===== src/rtl/trap_seq_pkg.sv =====
package trap_seq_pkg;

   typedef enum logic [2:0] {
      PH_IDLE,
      PH_PUSH,
      PH_VHI,
      PH_VLO,
      PH_FREE,
      PH_FILL,
      PH_PULL
   } phase_t;

   // bytes saved on entry and restored on return
   localparam int unsigned STACK_BYTES = 5;

endpackage


===== src/rtl/trap_prio_enc.sv =====
module trap_prio_enc #(
   parameter int unsigned   NIRQ     = 8,
   parameter int unsigned   AW       = 16,
   parameter logic [AW-1:0] IRQ_BASE = 16'hFFFA,
   parameter logic [AW-1:0] SWI_VEC  = 16'hFFFC
) (
   input  logic [NIRQ-1:0] pend,
   input  logic            swi,
   output logic [AW-1:0]   vec
);

   // lowest index wins: scan from the top so the last hit is the lowest
   always_comb begin
      vec = IRQ_BASE;
      for (int i = int'(NIRQ) - 1; i >= 0; i--) begin
         if (pend[i]) vec = IRQ_BASE - AW'(2 * i);
      end
      if (swi) vec = SWI_VEC;
   end

endmodule


===== src/rtl/trap_seq_fsm.sv =====
module trap_seq_fsm
   import trap_seq_pkg::*;
#(
   parameter int unsigned FILL_LEN = 3,
   parameter int unsigned CW       = 3
) (
   input  logic          clk,
   input  logic          rst_n,
   input  logic          go_entry,
   input  logic          go_rti,
   output phase_t        phase_o,
   output logic [CW-1:0] cnt_o,
   output logic          done_o
);

   localparam logic [CW-1:0] STK_LAST  = CW'(STACK_BYTES - 1);
   localparam logic [CW-1:0] FILL_LAST = CW'(FILL_LEN - 1);

   always_ff @(posedge clk) begin
      if (!rst_n) begin
         phase_o <= PH_IDLE;
         cnt_o   <= '0;
         done_o  <= 1'b0;
      end else begin
         done_o <= 1'b0;
         unique case (phase_o)
            PH_IDLE: begin
               cnt_o <= '0;
               if (go_entry)    phase_o <= PH_PUSH;
               else if (go_rti) phase_o <= PH_PULL;
            end
            PH_PUSH: begin
               if (cnt_o == STK_LAST) begin
                  phase_o <= PH_VHI;
                  cnt_o   <= '0;
               end else begin
                  cnt_o <= cnt_o + 1'b1;
               end
            end
            PH_VHI:  phase_o <= PH_VLO;
            PH_VLO:  phase_o <= PH_FREE;
            PH_FREE: begin
               phase_o <= PH_FILL;
               cnt_o   <= '0;
            end
            PH_FILL: begin
               if (cnt_o == FILL_LAST) begin
                  phase_o <= PH_IDLE;
                  cnt_o   <= '0;
                  done_o  <= 1'b1;
               end else begin
                  cnt_o <= cnt_o + 1'b1;
               end
            end
            PH_PULL: begin
               if (cnt_o == STK_LAST) begin
                  phase_o <= PH_IDLE;
                  cnt_o   <= '0;
                  done_o  <= 1'b1;
               end else begin
                  cnt_o <= cnt_o + 1'b1;
               end
            end
            default: phase_o <= PH_IDLE;
         endcase
      end
   end

endmodule


===== src/rtl/trap_fill_out.sv =====
module trap_fill_out #(
   parameter bit QREG = 1'b1
) (
   input  logic       clk,
   input  logic       rst_n,
   input  logic       take,
   input  logic [7:0] din,
   output logic [7:0] q_byte,
   output logic       q_valid
);

   if (QREG) begin : g_reg
      always_ff @(posedge clk) begin
         if (!rst_n) begin
            q_valid <= 1'b0;
            q_byte  <= '0;
         end else begin
            q_valid <= take;
            if (take) q_byte <= din;
         end
      end
   end else begin : g_pass
      assign q_valid = take;
      assign q_byte  = take ? din : 8'h00;
   end

endmodule


===== src/rtl/trap_sequencer.sv =====
module trap_sequencer
   import trap_seq_pkg::*;
#(
   parameter int unsigned   AW       = 16,
   parameter int unsigned   NIRQ     = 8,
   parameter int unsigned   FILL_LEN = 3,
   parameter int unsigned   I_BIT    = 3,
   parameter logic [AW-1:0] IRQ_BASE = 16'hFFFA,
   parameter logic [AW-1:0] SWI_VEC  = 16'hFFFC,
   parameter logic [AW-1:0] PC_RST   = 16'h0000,
   parameter logic [AW-1:0] SP_RST   = 16'h00FF,
   parameter logic [7:0]    CCR_RST  = 8'h08,
   parameter bit            QREG     = 1'b1
) (
   input  logic            clk,
   input  logic            rst_n,
   input  logic [NIRQ-1:0] irq_pend,
   input  logic            swi_req,
   input  logic            rti_req,
   input  logic            insn_bound,
   input  logic            exe_we,
   input  logic [AW-1:0]   exe_pc,
   input  logic [7:0]      exe_acc,
   input  logic [7:0]      exe_xr,
   input  logic [7:0]      exe_ccr,
   input  logic [AW-1:0]   exe_sp,
   output logic [AW-1:0]   bus_addr,
   output logic [7:0]      bus_wdata,
   input  logic [7:0]      bus_rdata,
   output logic            bus_we,
   output logic            bus_valid,
   output logic [AW-1:0]   pc,
   output logic [7:0]      acc,
   output logic [7:0]      xr,
   output logic [7:0]      ccr,
   output logic [AW-1:0]   sp,
   output logic            busy,
   output logic            done,
   output logic [7:0]      q_byte,
   output logic            q_valid
);

   localparam int unsigned CNT_MAX = (FILL_LEN > STACK_BYTES) ? FILL_LEN : STACK_BYTES;
   localparam int unsigned CW      = $clog2(CNT_MAX);
   localparam logic [CW-1:0] STK_LAST = CW'(STACK_BYTES - 1);

   if (AW < 9 || AW > 16) begin : g_bad_aw
      $error("trap_sequencer: AW must lie in 9..16");
   end
   if (NIRQ < 1) begin : g_bad_nirq
      $error("trap_sequencer: NIRQ must be at least 1");
   end
   if (FILL_LEN < 1) begin : g_bad_fill
      $error("trap_sequencer: FILL_LEN must be at least 1");
   end
   if (I_BIT > 7) begin : g_bad_ibit
      $error("trap_sequencer: I_BIT must index a bit of ccr");
   end
   if (int'(IRQ_BASE) < 2 * (int'(NIRQ) - 1)) begin : g_bad_base
      $error("trap_sequencer: vector table would wrap below zero");
   end

   phase_t        phase;
   logic [CW-1:0] cnt;
   logic          go_entry;
   logic          go_rti;
   logic          idle;
   logic          hw_ok;
   logic [AW-1:0] vec_sel;
   logic [AW-1:0] vec_q;
   logic [7:0]    vhi_q;
   logic [7:0]    pch;
   logic          fill_take;

   assign idle     = (phase == PH_IDLE);
   assign hw_ok    = (|irq_pend) && !ccr[I_BIT];
   assign go_entry = idle && insn_bound && (swi_req || hw_ok);
   assign go_rti   = idle && insn_bound && rti_req && !go_entry;
   assign pch      = 8'(pc[AW-1:8]);
   assign busy     = !idle;
   assign fill_take = (phase == PH_FILL);

   trap_prio_enc #(
      .NIRQ     (NIRQ),
      .AW       (AW),
      .IRQ_BASE (IRQ_BASE),
      .SWI_VEC  (SWI_VEC)
   ) u_prio (
      .pend (irq_pend),
      .swi  (swi_req),
      .vec  (vec_sel)
   );

   trap_seq_fsm #(
      .FILL_LEN (FILL_LEN),
      .CW       (CW)
   ) u_fsm (
      .clk      (clk),
      .rst_n    (rst_n),
      .go_entry (go_entry),
      .go_rti   (go_rti),
      .phase_o  (phase),
      .cnt_o    (cnt),
      .done_o   (done)
   );

   trap_fill_out #(
      .QREG (QREG)
   ) u_fill (
      .clk     (clk),
      .rst_n   (rst_n),
      .take    (fill_take),
      .din     (bus_rdata),
      .q_byte  (q_byte),
      .q_valid (q_valid)
   );

   // architectural registers
   always_ff @(posedge clk) begin
      if (!rst_n) begin
         pc    <= PC_RST;
         sp    <= SP_RST;
         ccr   <= CCR_RST;
         acc   <= '0;
         xr    <= '0;
         vec_q <= '0;
         vhi_q <= '0;
      end else begin
         unique case (phase)
            PH_IDLE: begin
               if (exe_we) begin
                  pc  <= exe_pc;
                  sp  <= exe_sp;
                  ccr <= exe_ccr;
                  acc <= exe_acc;
                  xr  <= exe_xr;
               end
               if (go_entry) vec_q <= vec_sel;
            end
            PH_PUSH: begin
               sp <= sp - AW'(1);
               if (cnt == STK_LAST) ccr[I_BIT] <= 1'b1;
            end
            PH_VHI: vhi_q <= bus_rdata;
            PH_VLO: pc    <= AW'({vhi_q, bus_rdata});
            PH_PULL: begin
               sp <= sp + AW'(1);
               if (cnt == CW'(0))      ccr          <= bus_rdata;
               else if (cnt == CW'(1)) acc          <= bus_rdata;
               else if (cnt == CW'(2)) xr           <= bus_rdata;
               else if (cnt == CW'(3)) pc[AW-1:8]   <= bus_rdata[AW-9:0];
               else                    pc[7:0]      <= bus_rdata;
            end
            default: ;
         endcase
      end
   end

   // bus drive
   always_comb begin
      bus_valid = 1'b0;
      bus_we    = 1'b0;
      bus_addr  = '0;
      bus_wdata = '0;
      unique case (phase)
         PH_PUSH: begin
            bus_valid = 1'b1;
            bus_we    = 1'b1;
            bus_addr  = sp;
            if (cnt == CW'(0))      bus_wdata = pc[7:0];
            else if (cnt == CW'(1)) bus_wdata = pch;
            else if (cnt == CW'(2)) bus_wdata = xr;
            else if (cnt == CW'(3)) bus_wdata = acc;
            else                    bus_wdata = ccr;
         end
         PH_VHI: begin
            bus_valid = 1'b1;
            bus_addr  = vec_q;
         end
         PH_VLO: begin
            bus_valid = 1'b1;
            bus_addr  = vec_q + AW'(1);
         end
         PH_FILL: begin
            bus_valid = 1'b1;
            bus_addr  = pc + AW'(cnt);
         end
         PH_PULL: begin
            bus_valid = 1'b1;
            bus_addr  = sp + AW'(1);
         end
         default: ;
      endcase
   end

endmodule


===== config.mk =====
export PLATFORM = sky130hd
export DESIGN_NAME = trap_sequencer
export DESIGN_NICKNAME = d
export VERILOG_FILES = /design/src/rtl/trap_seq_pkg.sv /design/src/rtl/trap_prio_enc.sv /design/src/rtl/trap_seq_fsm.sv /design/src/rtl/trap_fill_out.sv /design/src/rtl/trap_sequencer.sv
export SDC_FILE = /design/constraint.sdc
export NUM_CORES = 1
export LEC_CHECK = 0
export BUFFER_PORTS_ARGS = -buffer_cell sky130_fd_sc_hd__buf_2
export CAP_MARGIN = 20
export CELL_PAD_IN_SITES_DETAIL_PLACEMENT = 1
export CELL_PAD_IN_SITES_GLOBAL_PLACEMENT = 1
export CORE_ASPECT_RATIO = 1.1
export CORE_MARGIN = 3
export CORE_UTILIZATION = 34
export DETAILED_ROUTE_END_ITERATION = 6
export MAX_ROUTING_LAYER = met4
export PLACE_DENSITY = 0.76
export SYNTH_ARGS = -nofsm -noshare
export SYNTH_HDL_FRONTEND = slang
export SYNTH_SLANG_ARGS = --single-unit

===== constraint.sdc =====
create_clock -name clk -period 2.4 [get_ports clk]
set_clock_uncertainty 0.2 [all_clocks]
set_input_delay 0.24 -clock clk [delete_from_list [all_inputs] [get_ports clk]]
set_output_delay 0.24 -clock clk [all_outputs]
set_load 0.02 [all_outputs]

## Yosys cells after proc, flatten, opt, wreduce, memory -nomap -nowiden

Cells that the tools add are included.
Widths: inputs -> output; s select.

| operators by class | value |
|---|---|
| add/sub/neg operators | 5 |
| $mul | 0 |
| divide/modulo/power cells | 0 |
| magnitude comparators | 0 |
| eq/ne operators | 23 |
| shift-type cells | 0 |
| muxes and demuxes | 53 |
| bitwise operators | 0 |
| reductions and logical operators | 28 |

Operators by type and width:

| kind | count |
|---|---|
| $mux 8 | 16 |
| $pmux 16 s3 | 2 |
| $mux 16 | 5 |
| $pmux 16 s5 | 1 |
| $mux 5 | 9 |
| $add 16x1->16 const B | 2 |
| $pmux 8 s2 | 2 |
| $ne 2x2->1 const B | 12 |
| $mux 3 | 7 |
| $pmux 3 s7 | 1 |
| $add 16x3->16 | 1 |
| $sub 16x1->16 const B | 1 |
| $eq 3x2->1 const B | 4 |
| $eq 3x3->1 const B | 4 |
| $reduce_and 4->1 | 3 |
| $reduce_and 6->1 | 2 |
| $pmux 3 s3 | 1 |
| $reduce_bool 3->1 | 3 |
| $pmux 4 s2 | 1 |
| $reduce_or 8->1 | 1 |
| $eq 3x1->1 const B | 2 |
| $logic_not 3->1 | 2 |
| $pmux 3 s2 | 1 |
| $logic_and 1x1->1 | 5 |
| 13 further kinds | 21 |

| word-level totals | value |
|---|---|
| bits in registers | 96 |
| latch bits | 0 |
| RAM bits | 0 |
| ROM bits | 0 |
| output and inout port bits | 93 |
| memories | 0 |

## Logic depth before layout (Yosys ltp)

| depth | value |
|---|---|
| depth in word-level cells | 9 |
| gate-level depth with buffers | 10 |

## Cells and area by module

Synthesis repeated with hierarchy kept, for this count alone.

| unflattened totals | value |
|---|---|
| cell total of the unflattened synthesis | 914 |
| area, all modules | 6971.7 um^2 |

Modules (own cells, without submodules):

| module | times used | cells an instance | area an instance (um^2) | sequential area each (um^2) |
|---|---|---|---|---|
| trap_sequencer | 1 | 800 | 6010.8 | 1601.5 |
| trap_seq_fsm | 1 | 58 | 444.2 | 140.1 |
| trap_fill_out | 1 | 27 | 329.1 | 180.2 |
| trap_prio_enc | 1 | 29 | 187.7 | 0.0 |

## Worst setup path before layout

OpenSTA, ideal clock, no wires.

| timing path | value |
|---|---|
| path type | register -> output |
| from | register pc[0] |
| to | output port bus_addr[12] |
| data arrival time | 2254 ps |
| required time | 1960 ps |
| setup slack | -294 ps |
| stages on the path, launching flop included | 9 |
| buffers on the path | 0 |
| path through | dfxtp_1 > ha_1 > inv_1 > fa_1 > nor2b_1 > o211ai_1 > nor3_1 > xnor2_1 > o21ai_0 |

| between the ends | value |
|---|---|
| longest elaborated chain between the ends | 2 |

RTL lines:

| element | line | text |
|---|---|---|
| start, declared | trap_sequencer.sv:32 | `output logic [AW-1:0] pc,` |
| start signal, assigned | trap_sequencer.sv:132 | `pc <= exe_pc;` |
| start signal, assigned | trap_sequencer.sv:145 | `PH_VLO: pc <= AW'({vhi_q, bus_rdata});` |
| start signal, assigned by index | trap_sequencer.sv:151 | `else if (cnt == CW'(3)) pc[AW-1:8] <= bus_rdata[AW-9:0];` |
| $add 16x3->16 | trap_sequencer.sv:186 | `bus_addr = pc + AW'(cnt);` |
| $pmux 16 s5 | trap_sequencer.sv:165 | `unique case (phase)` |
| end, declared | trap_sequencer.sv:27 | `output logic [AW-1:0] bus_addr,` |

No other way between the ends.

## Worst setup path in the final report

| timing path | value |
|---|---|
| from | register pc[0] |
| to | output port bus_addr[6] |

The elaborated chain is that of the path after synthesis.

==> flow_metrics.tcl <==
set metrics [dict create \
    outcome "complete, but fails checks" \
    violations "negative setup slack" \
    finalSetupViolations 21 \
    holdWs_ns 0.003938 \
    synth_area_um2 5929 \
    yosysSeqAreaShare 0.2870 \
    diodes 0 \
    grt_antenna_before_repair 0 \
    io_pins 171 \
    root_buffer "clkbuf_16" \
    crit_path_end_kind "primary output" \
    synth_warnings 0 \
    routedWlPerCell_um 22.53 \
    path_buf_inv 3 \
    path_cells "ha_4 -> inv_2 -> fa_2 -> nor2b_2 -> buf_6 -> o211a_1 -> nand2_2 -> xor2_2 -> o2111ai_2 -> buf_4" \
    nets 1130 \
    yosys_register_bits 85 \
    ir_drop_v 0.0004842 \
    hold_viol 0 \
    die_y_um 144.5 \
    drt_iter0_markers 522 \
    crit_slowest_cell "dfxtp_4" \
    fmax_ghz 0.3591 \
    num_vias 7666 \
    pre_cts_slack_ns -0.03049 \
    fin_ws_ns -0.3849 \
    die-width_um 131.9 \
    start_util 0.3472 \
    clock_latency_ns 0.36 \
    crit_fanout 3 \
    fin_crit_ns 2.785 \
    core_area_um2 17080 \
    drt-pass1-iter-count 5 \
    dieArea_um2 19060 \
    htreeDepth 3 \
    track_usage 0.2953 \
    required_ns 1.96 \
    route.detailed.drc 0 \
    clk_pin_slew_ns 0.07 \
    powerDensity_nw_per_um2 1274 \
    avgSynthCellArea_um2 7.412 \
    fp-row-count 50 \
    synthArstFlopShare 0 \
    cts_sinks 85 \
    drive_above_1_share 0.3700 \
    synthesis.nets 889 \
    slew_viol_final 0 \
    cp-start-kind "flip-flop" \
    synth-main-ff-cell "dfxtp_1" \
    max_slew.worst_pin.slew_ns 0.6365 \
    gp_congestion 0.9785 \
    cts_buffers 9 \
    post-route-period-util 1.160 \
    area_growth_pct 46.19 \
    critical_path.top_delay_family "adder cells" \
    synth.distinct_cells 74 \
    grt_pass1_wl_mm 43.35 \
    synth_edf_count 0 \
    relSlewSlack 0.5741 \
    drv_cap 0 \
    dp_hpwl_mm 19.79 \
    syn_inst 800 \
    cpPeakStageDelay_ns 0.36 \
    grt_max_degree 39 \
    wl_mm 28.84 \
    viasPerCell 5.989 \
    critPathKind "reg2out" \
    grt_overflow 0 \
    rsz0062_at_grt "yes" \
    leakage_nw 3.577 \
    hold_path_class "in2reg" \
    clock_path_buffers 2 \
    cts_tree "done" \
    portBuffers 170 \
    grt_pass1_vias 7778 \
    cp.arrival_ns 2.34 \
    drtAntennaViolNets 0 \
]
[layout make-up]
cell class / instances / area (µm²)
clock buffer: 10 / 229.0
clock inverter: 6 / 77.57
fill: 2097 / 8411
inverter: 21 / 81.33
multi-input combinational: 618 / 4165
sequential: 85 / 1723
tap: 234 / 292.8
timing repair buffer: 306 / 2100
[path summary, 6_finish.rpt]
kind                                      start                             to  slack, ns  depth (start not counted)
setup / recovery             pc[0]$_SDFFE_PN0P_                    bus_addr[6]      -0.38                         10
hold / removal                       exe_ccr[1]            ccr[1]$_SDFFE_PN0P_      0.004                          3
setup reg to reg    u_fsm.cnt_o[0]$_SDFFE_PN0P_             pc[1]$_SDFFE_PN0P_       0.03                         11
hold reg to reg   u_fill.q_byte[7]$_SDFFE_PN0P_  u_fill.q_byte[7]$_SDFFE_PN0P_       0.26                          2
[per-layer routing]
layer,track usage,part of all wire,vias up
li1,-,-,3436
met1,0.3540,0.41,3744
met2,0.4951,0.49,398
met3,0.04315,0.064,88
met4,0.1343,0.040,0
met5,-,0,-
[per-stage QoR]
step	utilization	area, µm²	setup TNS [ns]	total power, mW	cells
after floorplan	-	5988	0	6.047	800
after global placement	0.4446	7594	0	8.536	1229
after detailed placement	0.4446	7594	-0.03646	8.643	1229
after CTS	0.4978	8502	-5.005	10.63	1276
after global routing	0.5075	8668	-6.514	11.63	1280
final	0.5075	8668	-4.869	11.05	1280
[synthesized netlist by cell type (5+ instances only)]
library cell,number,area share
ha_1,10,0.021
mux2i_1,19,0.032
nand3_1,24,0.020
nand4_1,8,0.0084
and3_1,5,0.0053
o21ai_0,49,0.041
nand2b_1,17,0.018
xor2_1,12,0.018
xnor2_1,12,0.018
o21ai_1,10,0.0084
o22ai_1,6,0.0063
a22oi_1,6,0.0076
clkbuf_1,45,0.028
dfxtp_1,85,0.29
o2111ai_1,6,0.0089
buf_1,7,0.0044
o221ai_1,11,0.016
o211ai_1,15,0.019
nor2b_1,7,0.0074
nand3b_1,8,0.010
inv_1,19,0.012
a311oi_1,8,0.012
nor3_1,12,0.010
a221oi_1,6,0.0089
nor4_1,7,0.0074
buf_2,20,0.017
nand2_1,74,0.047
a21oi_1,77,0.065
and2_1,14,0.015
nor2_1,79,0.050
a211oi_1,43,0.054
a31oi_1,7,0.0074
[worst min-delay path, stage by stage]
cell	delay [ns]
buf_2	0.09
a21oi_1	0.11
a211oi_1	0.07
[state kept, by name, indices dropped and copies added (netlist names), 3 cells and up]
signal         flops
u_fsm.phase_o      3
xr                 8
u_fill.q_byte      8
u_fsm.cnt_o        3
ccr                8
vec_q              5
acc                8
sp                16
vhi_q              8
pc                16
[cell families after synthesis]
kind of cell / after synthesis / share of synthesized area
simple gates: 283 / 0.2397
compound gates: 281 / 0.3119
buf+inv: 97 / 0.06942
flops: 85 / 0.2870
xor+xnor: 24 / 0.03545
mux: 19 / 0.03207
fa+ha+maj: 11 / 0.02448
[where the power goes]
group          internal [mW]  switching, mW  leakage (nW)  total [mW]
Clock                  0.829          0.701         0.147        1.53
Combinational           2.79           4.37          2.73        7.15
Sequential              1.88          0.488         0.701        2.36
[cell usage in the layout (no fill, tap or decap), types with 6 or more instances in the layout]
master	count
dfxtp_2	11
clkbuf_16	9
buf_4	119
a31oi_1	7
a21oi_1	74
xnor2_1	12
nand2_1	70
and2_1	13
mux2i_1	19
a211oi_2	15
nand2b_1	16
o211ai_1	15
nand4_1	8
nor2_1	77
buf_2	147
o21ai_1	13
o21ai_0	43
buf_6	14
o221ai_1	10
nand3_1	22
inv_1	15
xor2_1	11
a311oi_1	7
nor3_1	11
ha_4	6
dlygate4sd3_1	21
nand3b_1	8
o22ai_1	6
dfxtp_1	72
a211oi_1	28
[repair_timing]
item / CTS / global route
hold buffers: 21 / 0
gates cloned: 1 / 1
endpoints found under the setup margin: 23 / 49
buffers inserted: 10 / 4
pin swaps: 46 / 15
gates resized for setup: 81 / 34
endpoints found under the hold margin: 20 / 0
Power figures use the tool's default switching activity.
